File: config.mk
export PLATFORM = sky130hd
export DESIGN_NAME = quad_route_fifo
export DESIGN_NICKNAME = d
export VERILOG_FILES = /design/src/rtl/qrf_pkg.sv /design/src/rtl/qrf_mode_latch.sv /design/src/rtl/qrf_queue.sv /design/src/rtl/qrf_router.sv /design/src/rtl/qrf_out_stage.sv /design/src/rtl/quad_route_fifo.sv
export SDC_FILE = /design/constraint.sdc
export NUM_CORES = 1
export LEC_CHECK = 0
export BUFFER_PORTS_ARGS = -buffer_cell sky130_fd_sc_hd__buf_2
export CAP_MARGIN = 25
export CELL_PAD_IN_SITES_DETAIL_PLACEMENT = 1
export CELL_PAD_IN_SITES_GLOBAL_PLACEMENT = 1
export CORE_MARGIN = 5
export CORE_UTILIZATION = 41
export DETAILED_ROUTE_END_ITERATION = 8
export PLACE_DENSITY_LB_ADDON = 0.1
export SYNTH_ARGS = -nofsm -noshare
export SYNTH_HDL_FRONTEND = slang
export SYNTH_SLANG_ARGS = --single-unit
File: constraint.sdc
create_clock -name clk -period 7.7 [get_ports clk]
set_input_delay 1.155 -clock clk [delete_from_list [all_inputs] [get_ports clk]]
set_output_delay 1.155 -clock clk [all_outputs]
set_load 0.02 [all_outputs]
File: src/rtl/qrf_pkg.sv
// Shared types for the four-queue routed FIFO.
// Assumes the queue count is fixed at four, because the selects are two bits wide.
package qrf_pkg;

    localparam int NQ = 4;

    typedef enum logic [1:0] {
        ROUTE_DEMUX = 2'd0,
        ROUTE_BCAST = 2'd1,
        ROUTE_MUX   = 2'd2
    } route_e;

    // Map a configuration code to a topology; the reserved code falls back to demux.
    function automatic route_e decode_route(input logic [1:0] code);
        case (code)
            2'b01:   return ROUTE_BCAST;
            2'b10:   return ROUTE_MUX;
            default: return ROUTE_DEMUX;
        endcase
    endfunction

endpackage

File: src/rtl/qrf_mode_latch.sv
// Holds the routing topology and the reserved-code flag.
// Both are loaded on every edge while master reset is low and hold afterwards.
// Assumes rst_n is synchronous and active low.
module qrf_mode_latch
    import qrf_pkg::*;
(
    input  logic       clk,
    input  logic       rst_n,
    input  logic [1:0] cfg_code,
    output route_e     route_o,
    output logic       err_o
);

    route_e route_q;
    logic   err_q;

    // Load the topology while reset is held; otherwise keep it.
    always_ff @(posedge clk) begin
        if (!rst_n) begin
            route_q <= decode_route(cfg_code);
            err_q   <= &cfg_code;
        end
    end

    assign route_o = route_q;
    assign err_o   = err_q;

endmodule

File: src/rtl/qrf_queue.sv
// One circular FIFO queue with a registered output word.
// A push to a full queue and a pop from an empty queue are both dropped.
// clr_n is a local synchronous clear that acts like rst_n but only on this queue.
module qrf_queue #(
    parameter int W     = 8,
    parameter int DEPTH = 8
) (
    input  logic         clk,
    input  logic         rst_n,
    input  logic         clr_n,
    input  logic         push,
    input  logic         pop,
    input  logic [W-1:0] din,
    output logic [W-1:0] dout,
    output logic         empty,
    output logic         full
);

    localparam int AW = (DEPTH > 1) ? $clog2(DEPTH) : 1;
    localparam int CW = $clog2(DEPTH + 1);

    logic [W-1:0]  mem [DEPTH];
    logic [AW-1:0] wp, rp;
    logic [CW-1:0] cnt;
    logic          push_ok, pop_ok;

    // Advance a pointer, wrapping at the last slot.
    function automatic logic [AW-1:0] step(input logic [AW-1:0] p);
        return (p == AW'(DEPTH - 1)) ? '0 : p + 1'b1;
    endfunction

    assign full    = (cnt == CW'(DEPTH));
    assign empty   = (cnt == '0);
    assign push_ok = push && !full;
    assign pop_ok  = pop && !empty;

    // Store an accepted word at the write pointer.
    always_ff @(posedge clk) begin
        if (push_ok) begin
            mem[wp] <= din;
        end
    end

    // Pointer, occupancy and output register update, with master and local clear.
    always_ff @(posedge clk) begin
        if (!rst_n || !clr_n) begin
            wp   <= '0;
            rp   <= '0;
            cnt  <= '0;
            dout <= '0;
        end else begin
            if (push_ok) begin
                wp <= step(wp);
            end
            if (pop_ok) begin
                rp   <= step(rp);
                dout <= mem[rp];
            end
            case ({push_ok, pop_ok})
                2'b10:   cnt <= cnt + 1'b1;
                2'b01:   cnt <= cnt - 1'b1;
                default: cnt <= cnt;
            endcase
        end
    end

endmodule

File: src/rtl/qrf_router.sv
// Combinational steering of write and read requests for the latched topology.
// Each queue gates its own full and empty cases. This block adds only the
// all-queues gate for broadcast and reports when the shared mux read is taken.
module qrf_router
    import qrf_pkg::*;
#(
    parameter int W = 8
) (
    input  route_e          route,
    input  logic [NQ-1:0]   wr_en,
    input  logic [1:0]      wr_sel,
    input  logic [NQ*W-1:0] wr_data,
    input  logic [NQ-1:0]   rd_en,
    input  logic [1:0]      out_sel,
    input  logic [NQ-1:0]   full,
    input  logic [NQ-1:0]   empty,
    output logic [NQ-1:0]   push,
    output logic [NQ-1:0]   pop,
    output logic [NQ*W-1:0] din,
    output logic            mux_take
);

    // Pick strobes and data paths according to the topology.
    always_comb begin
        push     = '0;
        pop      = '0;
        din      = {NQ{wr_data[W-1:0]}};
        mux_take = 1'b0;
        case (route)
            ROUTE_MUX: begin
                push         = wr_en;
                din          = wr_data;
                pop[out_sel] = rd_en[0];
                mux_take     = rd_en[0] && !empty[out_sel];
            end
            ROUTE_BCAST: begin
                push = {NQ{wr_en[0] && !(|full)}};
                pop  = rd_en;
            end
            default: begin
                push[wr_sel] = wr_en[0];
                pop          = rd_en;
            end
        endcase
    end

endmodule

File: src/rtl/qrf_out_stage.sv
// Builds the output slices from the four queue output registers.
// In mux, it remembers which queue the last shared read drained and shows
// that queue's register on slice 0. Every slice can be forced to zero by its disable.
module qrf_out_stage
    import qrf_pkg::*;
#(
    parameter int W = 8
) (
    input  logic            clk,
    input  logic            rst_n,
    input  route_e          route,
    input  logic            mux_take,
    input  logic [1:0]      out_sel,
    input  logic [NQ-1:0]   oe_n,
    input  logic [NQ*W-1:0] oreg,
    output logic [NQ*W-1:0] rd_data
);

    logic [1:0] src_q;

    // Capture the source of the shared read at the edge the read is taken.
    always_ff @(posedge clk) begin
        if (!rst_n) begin
            src_q <= '0;
        end else if (mux_take) begin
            src_q <= out_sel;
        end
    end

    // Drive each slice, honouring the topology and the disables.
    always_comb begin
        rd_data = '0;
        if (route == ROUTE_MUX) begin
            if (!oe_n[0]) begin
                rd_data[W-1:0] = oreg[src_q*W +: W];
            end
        end else begin
            for (int k = 0; k < NQ; k++) begin
                if (!oe_n[k]) begin
                    rd_data[k*W +: W] = oreg[k*W +: W];
                end
            end
        end
    end

endmodule

File: src/rtl/quad_route_fifo.sv
// Top of the four-queue routed FIFO.
// It latches the topology during master reset, steers requests through the router,
// holds four queues that each have a local clear, and forms the output slices.
// Single clock; synchronous active-low reset.
module quad_route_fifo
    import qrf_pkg::*;
#(
    parameter int W     = 8,
    parameter int DEPTH = 8
) (
    input  logic            clk,
    input  logic            rst_n,
    input  logic [1:0]      cfg_mode,
    input  logic [3:0]      qrst_n,
    input  logic [3:0]      wr_en_i,
    input  logic [1:0]      wr_sel_i,
    input  logic [4*W-1:0]  wr_data_i,
    input  logic [3:0]      rd_en_i,
    input  logic [1:0]      out_sel_i,
    input  logic [3:0]      oe_n_i,
    output logic [4*W-1:0]  rd_data_o,
    output logic [3:0]      empty_o,
    output logic [3:0]      full_o,
    output logic            mode_err_o
);

    route_e          mode_q;
    logic            mux_active;
    logic [NQ-1:0]   push, pop;
    logic [NQ*W-1:0] din, oreg;
    logic            mux_take;

    qrf_mode_latch u_mode (
        .clk      (clk),
        .rst_n    (rst_n),
        .cfg_code (cfg_mode),
        .route_o  (mode_q),
        .err_o    (mode_err_o)
    );

    assign mux_active = (mode_q == ROUTE_MUX);

    qrf_router #(.W(W)) u_route (
        .route    (mode_q),
        .wr_en    (wr_en_i),
        .wr_sel   (wr_sel_i),
        .wr_data  (wr_data_i),
        .rd_en    (rd_en_i),
        .out_sel  (out_sel_i),
        .full     (full_o),
        .empty    (empty_o),
        .push     (push),
        .pop      (pop),
        .din      (din),
        .mux_take (mux_take)
    );

    for (genvar k = 0; k < NQ; k++) begin : g_q
        qrf_queue #(.W(W), .DEPTH(DEPTH)) u_q (
            .clk   (clk),
            .rst_n (rst_n),
            .clr_n (qrst_n[k]),
            .push  (push[k]),
            .pop   (pop[k]),
            .din   (din[k*W +: W]),
            .dout  (oreg[k*W +: W]),
            .empty (empty_o[k]),
            .full  (full_o[k])
        );
    end

    qrf_out_stage #(.W(W)) u_out (
        .clk      (clk),
        .rst_n    (rst_n),
        .route    (mode_q),
        .mux_take (mux_take),
        .out_sel  (out_sel_i),
        .oe_n     (oe_n_i),
        .oreg     (oreg),
        .rd_data  (rd_data_o)
    );

endmodule

---- After elaboration in Yosys (flattened, before gate mapping) ----
Memory sizes are Yosys's and may differ from the RTL's. A register that Yosys moved wholly into a read port is not among the register bits.
Index checks and enable logic that the tools add are counted.
W data, S select, Z words.
word-level totals
  memories kept ........................... 4
  flip-flop bits (word level) ............. 45
  output and inout bits ................... 41
  bits of input ports ..................... 56
  RAM bits ................................ 256
memories
  name            depth  width  rd ports  clocked after Yosys merged registers in  write ports  line             text
  g_q[0].u_q.mem  8      8      1         1                                        1            qrf_queue.sv:22  logic [W-1:0] mem [DEPTH];
  g_q[1].u_q.mem  8      8      1         1                                        1            qrf_queue.sv:22
  g_q[2].u_q.mem  8      8      1         1                                        1            qrf_queue.sv:22
  g_q[3].u_q.mem  8      8      1         1                                        1            qrf_queue.sv:22
operators by class
  eq/ne operators ......................... 24
  reductions and logical operators ........ 41
  add/subtract/negate cells ............... 16
  order comparisons ....................... 4
  bitwise gates (word level) .............. 2
  shift operators ......................... 1
  mux-type cells .......................... 38
operator list
  kind                   count
  $mux W8                6
  $pmux W4 S2            5
  $mux W32               1
  $shiftx A32 B6 Y8      1
  $add A3 B1 Y3 const B  8
  $eq A3 B3 Y1 const B   8
  $mux W24               1
  $mux W3                8
  $add A4 B1 Y4 const B  4
  $eq A4 B4 Y1 const B   4
  $logic_not A4 Y1       4
  $sub A4 B1 Y4 const B  4
  $logic_not A1 Y1       15
  $eq A2 B1 Y1 const B   6
  $eq A2 B2 Y1 const B   6
  $logic_and A1 B1 Y1    12
  $mux W1                12
  $and A4 B4 Y4          2
  $reduce_bool A2 Y1     4
  $lt A2 B3 Y1 const B   2
  $demux W1 S2           2
  $ge A2 B1 Y1 const B   2
  $logic_or A1 B1 Y1     4
  $mux W4                1
  other kinds (4)        4

---- Longest topological paths before layout ----
Gate-level depths: netlist of the first run.
  word-level depth ........................ 9
  depth in mapped cells ................... 15
  depth with buffers taken out ............ 12

---- By module ----
Synthesis of the first run repeated with hierarchy kept, for this count alone.
unflattened totals
  cell total of the unflattened synthesis .. 964
  area, all modules ....................... 14,313.7 um2
by module, submodules not included
  module                       cells an instance  instances  area an instance (um2)
  qrf_queue at g_q[2].u_q ...  194                2          3,271.9
  qrf_queue at g_q[1].u_q      194                1          3,268.1
  qrf_queue at g_q[0].u_q      197                1          3,251.9
  qrf_out_stage                74                 1          585.6
  qrf_router                   104                1          548.0
  qrf_mode_latch               7                  1          116.4

---- Least setup slack after synthesis of the first run ----
OpenSTA, ideal clock, no wires.
  path kind ............................... input port to flip-flop
  from .................................... in wr_en_i[0]
  to ...................................... mem g_q[1].u_q.mem[1][0] (enable)
  cell stages on the path ................. 4
  setup slack ............................. 4.467 ns
  arrival time ............................ 2.835 ns
  buffers on the path ..................... 0
  cell sequence ........................... nand3b_1 > nor4_4 > o21ai_4 > nor4b_1
between the ends
  longest elaborated chain between the ends .. 5
  elaborated cells between the ends (all ways) .. 6
  those cells by class .................... mux (3); bitwise (1); reduce/logical (2)
RTL lines
  item                                                            line                   text
  from (decl)                                                     quad_route_fifo.sv:15  input logic [3:0] wr_en_i,
  $and A4 B4 Y4 (no line) or $logic_and A1 B1 Y1 (tied branches)  n/a
  $pmux W4 S2 *                                                   qrf_router.sv:29       case (route)
  $logic_and A1 B1 Y1 *                                           qrf_queue.sv:34        assign push_ok = push && !full;
  $mux W1 *                                                       qrf_queue.sv:39        if (push_ok) begin
  $mux W1 (implied by the code) *                                 qrf_queue.sv:40        mem[wp] <= din;
  to (decl)                                                       qrf_queue.sv:22
Every way passes the cells marked *; elsewhere a longest branch is shown, timed or not.

---- Worst setup path in the final report of the first run ----
  from .................................... reg u_mode.route_q[0], in the netlist u_mode.route_o[0]
  to ...................................... out rd_data_o[0]
between the ends
  longest elaborated chain between the ends .. 2
RTL lines
  item                    line                   text
  from (decl)             qrf_mode_latch.sv:14   route_e route_q;
  from (signal assigned)  qrf_mode_latch.sv:20   route_q <= decode_route(cfg_code);
  $eq A2 B2 Y1            qrf_out_stage.sv:33    if (route == ROUTE_MUX) begin
  $mux W8                 qrf_out_stage.sv:33
  to (decl)               quad_route_fifo.sv:21  output logic [4*W-1:0] rd_data_o,
No other way between the ends.

==> results of run 1 <==
where the power goes:
part           internal (mW)  total [mW]  switching [mW]
registers               1.98        1.99          0.0166
clock network          0.986        1.68           0.694
logic                 0.0715       0.236           0.164
total                   3.04        3.91           0.874
worst min-delay path, delay by kind of cell, from the launching register on:
family          cells  cell delay (ns)
compound gates      1             0.05
flops               1             0.32
simple gates        1             0.06
worst max path at each step:
stage	from	end	slack (ns)	cells after the start
CTS	u_mode.route_o[0]	rd_data_o[0]	3.69	7
global route	u_mode.route_o[0]	rd_data_o[0]	3.56	7
finish	u_mode.route_o[0]	rd_data_o[0]	3.78	7
detailed placement	out_sel_i[0]	g_q[2].u_q.cnt[2]	4.00	11
global placement	rd_en_i[0]	g_q[3].u_q.cnt[2]	4.06	11
floorplan	wr_en_i[0]	g_q[1].u_q.mem[1][0]	4.47	4
state kept, by name (all words and copies together) (netlist names):
register        flops
g_q.u_q.cnt        16
g_q.u_q.dout       32
g_q.u_q.mem       256
g_q.u_q.rp         12
g_q.u_q.wp         12
u_mode.err_o        1
u_mode.route_o      2
u_out.src_q         2
layer usage:
metal | wire [um] | up-vias
li1 | - | 4293
met1 | 17000 | 4597
met2 | 18900 | 157
met3 | 1910 | 54
met4 | 843 | 2
met5 | 13 | -
per-stage QoR:
step	cell area (sq um)	cells	power [mW]
floorplan	14700	1073	2.17
global placement	15600	1577	2.27
detailed placement	15700	1579	2.27
CTS	16800	1645	3.96
global route	16800	1648	4.06
finish	16800	1648	3.91
cell families (layout without fill, tap and decap cells):
logic type,Yosys count,count (layout),share of synthesized area (%)
multiplexers,110,110,10.9
flip-flops,333,333,62.9
buffers and inverters,87,201,2.70
AO/OA/AOI/OAI,205,205,8.54
AND/OR/NAND/NOR,296,296,11.7
XOR/XNOR,12,12,0.714
adder cells (fa/ha/maj),30,30,2.55
placed cells by master (no fill, tap or decap), types with 29 or more instances in the layout:
| master | Yosys | final |
|---|---|---|
| dfxtp_1 | 74 | 72 |
| mux2i_1 | 70 | 70 |
| o21ai_0 | 46 | 46 |
| and2_1 | 29 | 29 |
| buf_2 | 18 | 98 |
| a21oi_1 | 81 | 81 |
| clkbuf_16 | 0 | 39 |
| edfxtp_1 | 259 | 259 |
| nor2_1 | 41 | 41 |
| ha_1 | 30 | 29 |
| mux4_2 | 40 | 40 |
| nand2_1 | 98 | 98 |
area by class of cell:
type,instances,area [sq um],share of cell area (%)
inverter,13,51.3,0.305
tap,461,577,3.43
clock buffer,55,1060,6.28
timing repair buffer,122,671,3.99
multi-input combinational,653,5120,30.4
clock inverter,11,91.3,0.543
sequential,333,9260,55.0
==> impl_metrics.py, run 1 <==
metrics = {
    "run_status": {
        "outcome": "complete, no violations",
    },
    "floorplanning": {
        "core_area_sq_um": 35500,
        "die_w_um": 199,
        "rows": 69,
        "die_h_um": 199,
        "io_pins": 97,
        "dieArea_sq_um": 39800,
        "initial_utilization_pct": 41.5,
    },
    "detailed_routing": {
        "dr.pass1.iters": 4,
        "vias": 9103,
        "drtAntennaViolNets": 0,
        "via_per_inst": 5.52,
        "wirelength_mm": 38.6,
        "wire_per_inst_um": 23.4,
        "drc": 0,
        "first_iter_violations": 389,
    },
    "logic_synthesis": {
        "synth.most_common_cell": "edfxtp_1",
        "synth-async-reset-ratio_pct": 0,
        "yosysTopAreaCellShare_pct": 52.8,
        "synth_common_cells": "edfxtp_1, nand2_1, a21oi_1",
        "yosys_warnings": 0,
        "synthFlopType": "edfxtp_1",
        "syn_area_per_cell_sq_um": 13.7,
        "synthCells": 1073,
        "yosysTopAreaCell": "edfxtp_1",
        "syn_nets": 1159,
        "synth-seq-cells": 333,
        "synth_area_leaders": "edfxtp_1, dfxtp_1, mux4_2, mux2i_1, a21oi_1",
        "ys_types": 54,
        "syn_area_sq_um": 14700,
        "synth_edf_count": 259,
        "yosysSeqAreaShare_pct": 62.9,
    },
    "sta": {
        "min_period_ns": 3.92,
        "fin_ws_ns": 3.78,
        "final_hold_viol_count": 0,
        "worst_pin_slew_ns": 1.03,
        "max_slew_margin_pct": 31.2,
        "hold_ws_ns": 0.478,
        "finClkSkew_ns": 0.0133,
        "max_freq_mhz": 255,
        "final-setup-viol-count": 0,
        "finalCritPeriodShare_pct": 51.0,
        "fin_setup_tns_ns": 0,
        "maxSlewViolCount": 0,
        "rsz0062_at_grt": "no",
    },
    "cts": {
        "postCtsHoldBufs": 0,
        "clock-sinks": 333,
        "cts_tree": "yes",
        "clock_latency_ns": 0.53,
        "post_cts_resized": 0,
        "htree_num_levels": 2,
        "cts.reportedPaths.clkPinSlew_ns": 0.06,
        "cts_root_buf": "clkbuf_16",
        "cts_buffers": 38,
        "cts_buffer_depth": 3,
        "post_cts_buffers": 0,
    },
    "grt": {
        "top_usage_layer": "met2",
        "grt_pass1_wl_mm": 58.4,
        "grt_max_degree": 55,
        "antenna_found_initial": 1,
        "grt_usage_pct": 19.5,
        "grt_pass1_vias": 9486,
        "grt.met1_usage_pct": 26.6,
        "met2_usage_pct": 32.7,
        "grt_overflow_total": 0,
        "grtUsageMet3_pct": 3.37,
    },
    "worst_setup_path": {
        "cpPeakStageDelay_ns": 0.48,
        "reg2reg_to": "g_q[1].u_q.cnt[2]",
        "required_ns": 6.55,
        "critPathArrivalTime_ns": 2.77,
        "cp_slowest_cell": "buf_4",
        "worstSetupPathType": "reg -> out",
        "cp-end-kind": "output pin",
        "critical-path-top-delay-family": "buffers and inverters",
        "r2r-start": "u_mode.route_o[0]",
        "path_max_fanout": 54,
        "rr_worst_depth": 13,
        "path_buf_inv": 3,
        "path_cells": "inv_1, ha_2, buf_4, o21a_1, nor2_1, a211oi_1, buf_2",
        "reg2reg_slack_ns": 4.01,
        "cp-start-kind": "register",
    },
    "layout": {
        "drive_gt1_share_pct": 21.1,
        "final_nets": 1247,
        "final_core_util_pct": 47.4,
        "antenna_cells": 0,
        "num-fill-cells": 3566,
        "area_delta_synth_final_pct": 14.3,
    },
    "place": {
        "port_buffers": 96,
        "hpwlAfterDp_mm": 26.8,
        "gp_congestion": 0.797,
        "post-place-ws_ns": 4.00,
    },
    "pwr": {
        "peakVddDrop_uv": 192,
        "powerDensity_nw_per_um2": 232,
        "p_leak_nw": 5.63,
    },
    "hold_path": {
        "holdPathEnd": "g_q[2].u_q.rp[1]",
        "min_from": "g_q[2].u_q.rp[1]",
        "holdPathStages": 2,
        "hold_path_class": "reg -> reg",
    },
    "job": {
        "max_cap_violations": 0,
    },
}
Power figures use the tool's default switching activity.
==> run 2, diff against run 1 <==
Settings changed: ABC_AREA from default to 1.
Clock period 7.7 ns to 3.2 ns, I/O delays scaled along.
==> run 2 against run 1 <==
  * Sequential share of layout area fell by 0.84 points
  * Clock-buffer cell count is 5 lower
  * Via count up 20%
  * Global-route usage rose by 1.9 points
  * Area after synthesis rose by 0.36%
  * Routed wire length is 10% higher
  * First-iteration DRC count grew 92%
  * Core utilization up 0.61 points
  * Synthesized cell count rose by 34%
  * Critical path depth is 1 lower
  * Sequential power rose by 150%
  * Critical endpoint is now rd_data_o[7]
==> impl_metrics.py, run 2 <==
metrics = {
    "pwr": {
        "powerDensity_nw_per_um2": 619,
        "p_leak_nw": 6.38,
        "peakVddDrop_uv": 305,
    },
    "worst_setup_path": {
        "reg2reg_to": "g_q[3].u_q.cnt[2]",
        "path_max_fanout": 15,
        "required_ns": 2.72,
        "reg2reg_slack_ns": 0.50,
        "path_cells": "inv_1, buf_4, o211ai_1, o31ai_1, a21oi_1, buf_2",
        "worstSetupPathType": "reg -> out",
        "cp-start-kind": "register",
        "cp_slowest_cell": "dfxtp_1",
        "critPathArrivalTime_ns": 2.42,
        "crit_start": "u_out.src_q[0]",
        "cp-end-kind": "output pin",
        "r2r-start": "u_mode.route_o[0]",
        "cpPeakStageDelay_ns": 0.56,
        "rr_worst_depth": 13,
    },
    "grt": {
        "grt_pass1_vias": 11300,
        "grt_pass1_wl_mm": 65.6,
        "grt_usage_pct": 21.5,
        "antenna_found_initial": 1,
        "grt_overflow_total": 0,
        "grt_max_degree": 36,
    },
    "detailed_routing": {
        "drtAntennaViolNets": 0,
        "wirelength_mm": 42.6,
        "first_iter_violations": 747,
        "drc": 0,
        "via_per_inst": 5.33,
        "vias": 10900,
        "dr.pass1.iters": 5,
        "wire_per_inst_um": 20.8,
    },
    "place": {
        "hpwlAfterDp_mm": 29.3,
        "dp_cells": 1978,
        "post-place-ws_ns": 0.501,
        "gp_congestion": 0.826,
        "port_buffers": 96,
    },
    "hold_path": {
        "min_from": "wr_data_i[4]",
        "holdPathStages": 1,
        "hold_path_class": "in -> reg",
        "holdPathEnd": "g_q[0].u_q.mem[0][4]",
    },
    "sta": {
        "final_hold_viol_count": 0,
        "fin_ws_ns": 0.301,
        "rsz0062_at_grt": "no",
        "worst_pin_slew_ns": 0.672,
        "hold_ws_ns": 0.254,
        "max_freq_mhz": 345,
        "maxSlewViolCount": 0,
        "finalCritPeriodShare_pct": 90.6,
        "max_slew_margin_pct": 55.2,
        "fin_setup_tns_ns": 0,
        "finClkSkew_ns": 0.0181,
        "min_period_ns": 2.90,
        "final-setup-viol-count": 0,
    },
    "cts": {
        "htree_num_levels": 2,
        "cts_root_buf": "clkbuf_16",
        "cts_tree": "yes",
        "clock-sinks": 333,
        "clock_latency_ns": 0.52,
        "cts.reportedPaths.clkPinSlew_ns": 0.06,
        "cts_buffers": 37,
        "postCtsHoldBufs": 0,
        "cts_buffer_depth": 3,
    },
    "layout": {
        "final_core_util_pct": 48.0,
        "antenna_cells": 0,
        "num-fill-cells": 3981,
        "area_delta_synth_final_pct": 15.7,
        "drive_gt1_share_pct": 15.3,
        "reg_top3": "g_q.u_q.mem x256, g_q.u_q.dout x32, g_q.u_q.cnt x16",
        "layout_common_cells": "edfxtp_1, nor2_1, nand2_1",
        "top_register": "g_q.u_q.mem",
        "final_common_cell": "edfxtp_1",
        "largest_reg_flops": 256,
        "multi_input_area_sq_um": 4770,
        "seqCellArea_sq_um": 9260,
        "final_nets": 1642,
        "fin_cells": 2046,
    },
    "logic_synthesis": {
        "syn_area_per_cell_sq_um": 10.2,
        "synth-seq-cells": 333,
        "ys_types": 33,
        "synthCells": 1443,
        "synth.most_common_cell": "edfxtp_1",
        "yosys_warnings": 0,
        "syn_nets": 1529,
        "synthFlopType": "edfxtp_1",
        "synth_compound_area_share_pct": 12.3,
        "synth-async-reset-ratio_pct": 0,
        "synth_adder_area_share_pct": 2.54,
        "synth_area_leaders": "edfxtp_1, dfxtp_1, nor2_1, o21ai_0, nand2_1",
        "syn_area_sq_um": 14800,
        "synth_common_cells": "edfxtp_1, nor2_1, nand2_1",
        "synth_top_family_by_area": "simple AND/OR/NAND/NOR gates",
        "synth-xor-area-share_pct": 0.712,
        "yosysSeqAreaShare_pct": 62.7,
        "synth_edf_count": 259,
        "synthMuxAreaShare_pct": 0,
        "yosys.area_share.simple_pct": 16.7,
        "yosysTopAreaCellShare_pct": 52.7,
        "yosysTopAreaCell": "edfxtp_1",
    },
    "floorplanning": {
        "core_area_sq_um": 35600,
        "io_pins": 97,
        "dieArea_sq_um": 39900,
        "die_w_um": 200,
        "rows": 69,
        "die_h_um": 200,
        "initial_utilization_pct": 41.5,
    },
    "run_status": {
        "outcome": "complete, no violations",
    },
    "job": {
        "max_cap_violations": 0,
    },
}
run 2: repair_timing:
| action | CTS | global route |
|---|---|---|
| endpoints found under the setup margin | 0 | 1 |
| setup buffers | 0 | 0 |
| resized for setup | 0 | 1 |
run 2: worst max path at each step:
| stage | slack, ns | end |
|---|---|---|
| final | 0.30 | rd_data_o[7] |
| after global placement | 0.62 | g_q[3].u_q.cnt[2] |
| after CTS | 0.16 | rd_data_o[7] |
| after global routing | 0.18 | rd_data_o[7] |
| after detailed placement | 0.50 | g_q[3].u_q.cnt[2] |
| after floorplan | 0.92 | g_q[1].u_q.cnt[2] |
run 2: kinds of logic after synthesis:
logic type,count (synthesis)
xor+xnor,12
buf+inv,168
simple gates,576
fa+ha+maj,30
compound gates,324
flops,333
run 2: report_power, final:
part           internal [mW]  switching, mW
combinational          0.383          0.914
clock                   2.64           1.66
sequential              4.87          0.103
total                   7.89           2.68
run 2: metal layers:
metal | share of wire, % | GRT usage, % | routed length, um
met1 | 47 | 31.1 | 20200
met2 | 47 | 34.9 | 19800
met3 | 4.4 | 3.04 | 1870
met4 | 1.7 | 4.38 | 738
met5 | 0.016 | 0 | 7
run 2: critical path: cells and delay by family (launching register included):
kind                   cells  cell delay [ns]
buffers and inverters      3             0.70
DFF                        1             0.56
AOI/OAI and AO/OA          3             0.65
run 2: cell type report:
type                    instances  area share, %
clock buffers                  50           6.19
flip-flops and latches        333           54.2
well taps                     461           3.38
clock inverters                18           1.11
multi-input cells             942           27.9
inverters                      93           2.04
repair buffers                149           5.14
run 2: metrics by stage:
stage,instance area [sq um],power (mW)
after floorplan,14800,5.92
after global placement,15800,6.33
after detailed placement,15800,6.37
after CTS,17100,10.7
after global routing,17100,11.0
final,17100,10.6
==> run 3, diff against run 2 <==
Settings changed: CELL_PAD_IN_SITES_DETAIL_PLACEMENT 1 to 0, PLACE_DENSITY_LB_ADDON 0.1 to 0.05.
==> run 3 against run 2 <==
  * Register-to-register slack got worse by 0.08 ns
  * Sequential cell count unchanged
  * Total power decreased by 2.2%
  * Worst setup slack got worse by 0.048 ns
  * Critical path depth increased by 2
  * Die area unchanged
  * Cell area decreased by 0.32%
  * Global-route usage decreased by 1.3 points
  * Sequential share of layout area increased by 0.18 points
  * Combinational power about the same
  * Routed wire length decreased by 6.4%
  * Maximum frequency decreased by 1.6%
  * Critical path type unchanged
  * Largest power group unchanged
==> impl_metrics.py, run 3 (synthesized netlist as in run 2, its figures left out) <==
metrics = {
    "worst_setup_path": {
        "rr_worst_depth": 13,
        "required_ns": 2.72,
        "path_max_fanout": 11,
        "cp-start-kind": "register",
        "cp-end-kind": "output pin",
        "critPathArrivalTime_ns": 2.47,
        "worstSetupPathType": "reg -> out",
    },
    "place": {
        "hpwlAfterDp_mm": 26.9,
        "place_area_sq_um": 15800,
        "gp_congestion": 0.844,
        "port_buffers": 96,
    },
    "cts": {
        "clock-sinks": 333,
        "cts_root_buf": "clkbuf_16",
        "htree_num_levels": 2,
        "cts_buffer_depth": 3,
        "cts_buffers": 38,
        "cts_tree": "yes",
        "postCtsHoldBufs": 0,
        "cts.reportedPaths.clkPinSlew_ns": 0.06,
        "clock_latency_ns": 0.53,
    },
    "layout": {
        "antenna_cells": 0,
        "postLayoutCellArea_sq_um": 17000,
        "final_nets": 1645,
        "top_register": "g_q.u_q.mem",
        "reg_top3": "g_q.u_q.mem x256, g_q.u_q.dout x32, g_q.u_q.cnt x16",
        "drive_gt1_share_pct": 14.9,
        "final_common_cell": "edfxtp_1",
        "layout_common_cells": "edfxtp_1, nor2_1, nand2_1",
        "largest_reg_flops": 256,
        "area_delta_synth_final_pct": 15.3,
    },
    "sta": {
        "max_freq_mhz": 339,
        "finClkSkew_ns": 0.0130,
        "maxSlewViolCount": 0,
        "final_hold_viol_count": 0,
        "rsz0062_at_grt": "no",
        "max_slew_margin_pct": 36.4,
        "fin_setup_tns_ns": 0,
        "worst_pin_slew_ns": 0.953,
        "min_period_ns": 2.95,
        "finalCritPeriodShare_pct": 92.1,
        "final-setup-viol-count": 0,
    },
    "grt": {
        "grt_usage_pct": 20.1,
        "grt_overflow_total": 0,
        "grt_pass1_wl_mm": 60.7,
        "grt_max_degree": 38,
        "grt_pass1_vias": 10100,
        "antenna_found_initial": 0,
    },
    "floorplanning": {
        "io_pins": 97,
        "die_h_um": 200,
        "die_w_um": 200,
        "dieArea_sq_um": 39900,
        "core_area_sq_um": 35600,
        "rows": 69,
        "initial_utilization_pct": 41.5,
    },
    "detailed_routing": {
        "drc": 0,
        "vias": 10500,
        "via_per_inst": 5.12,
        "wire_per_inst_um": 19.5,
        "first_iter_violations": 617,
        "drtAntennaViolNets": 0,
        "dr.pass1.iters": 5,
        "wirelength_mm": 39.9,
    },
    "pwr": {
        "p_leak_nw": 6.35,
        "powerDensity_nw_per_um2": 607,
        "peakVddDrop_uv": 435,
    },
    "hold_path": {
        "hold_path_class": "in -> reg",
        "holdPathStages": 2,
    },
    "job": {
        "max_cap_violations": 0,
    },
    "run_status": {
        "outcome": "complete, no violations",
    },
}
## run 3: changes by cell type in the layout (fill, tap and decap cells not counted), moves of 2 or more
| cell | delta |
|---|---|
| clkbuf_16 | +2 |
| bufinv_16 | -3 |
| buf_4 | +2 |
| clkinv_2 | -2 |
| clkbuf_1 | +9 |
| clkbuf_8 | -3 |
## run 3: area by class of cell
cell class | instances | area (sq um)
clock inverters | 11 | 77.6
flip-flops and latches | 333 | 9260
inverters | 93 | 353
multi-input cells | 942 | 4770
repair buffers | 151 | 893
well taps | 461 | 577
clock buffers | 58 | 1100
fillers | 3400 | 18500
## run 3: what timing repair did
item | CTS | global route
buffers inserted | 0 | 2
gates resized for setup | 0 | 1
setup endpoints to repair | 0 | 1
## run 3: critical path, cell delays in order, from the launching register on
cell and delay, ns:
edfxtp_1 0.40, inv_1 0.08, ha_2 0.32, clkinvlp_4 0.18, a21oi_1 0.14, buf_4 0.17
o21ai_0 0.11, a21oi_1 0.31, buf_2 0.24
## run 3: where the power goes
| part | internal [mW] | total (mW) | switching, mW |
|---|---|---|---|
| sequential | 4.87 | 4.96 | 0.0918 |
| clock | 2.45 | 4.10 | 1.65 |
| combinational | 0.383 | 1.28 | 0.896 |
| total | 7.70 | 10.3 | 2.64 |
## run 3: through the flow
| step | setup WS, ns | cells | power [mW] | util, % | hold WS [ns] |
|---|---|---|---|---|---|
| global route | 0.112 | 2049 | 10.8 | 47.9 | 0.244 |
| detailed placement | 0.426 | 1978 | 6.34 | 44.5 | 0.452 |
| global placement | 0.521 | 1978 | 6.34 | 44.5 | 0.451 |
| floorplan | 0.921 | 1443 | 5.92 | - | 0.440 |
| finish | 0.253 | 2049 | 10.3 | 47.9 | 0.250 |
| CTS | 0.0706 | 2047 | 10.5 | 47.8 | 0.226 |
## run 3: worst paths after layout
kind / from / to / slack [ns]
setup / recovery: u_mode.route_o[0] / rd_data_o[0] / 0.25
hold reg to reg: g_q[0].u_q.dout[5] / g_q[0].u_q.dout[5] / 0.46
setup reg to reg: u_mode.route_o[0] / g_q[3].u_q.cnt[2] / 0.42
hold / removal: cfg_mode[0] / u_mode.route_o[1] / 0.25
## run 3: layer usage
metal	part of all wire [%]	up-vias	wire length (um)	GRT usage (%)
li1	-	5245	-	-
met3	4.7	43	1860	3.64
met2	47	198	18700	32.4
met1	47	5003	18600	28.6
met5	0	-	0	0
met4	1.8	0	735	4.78
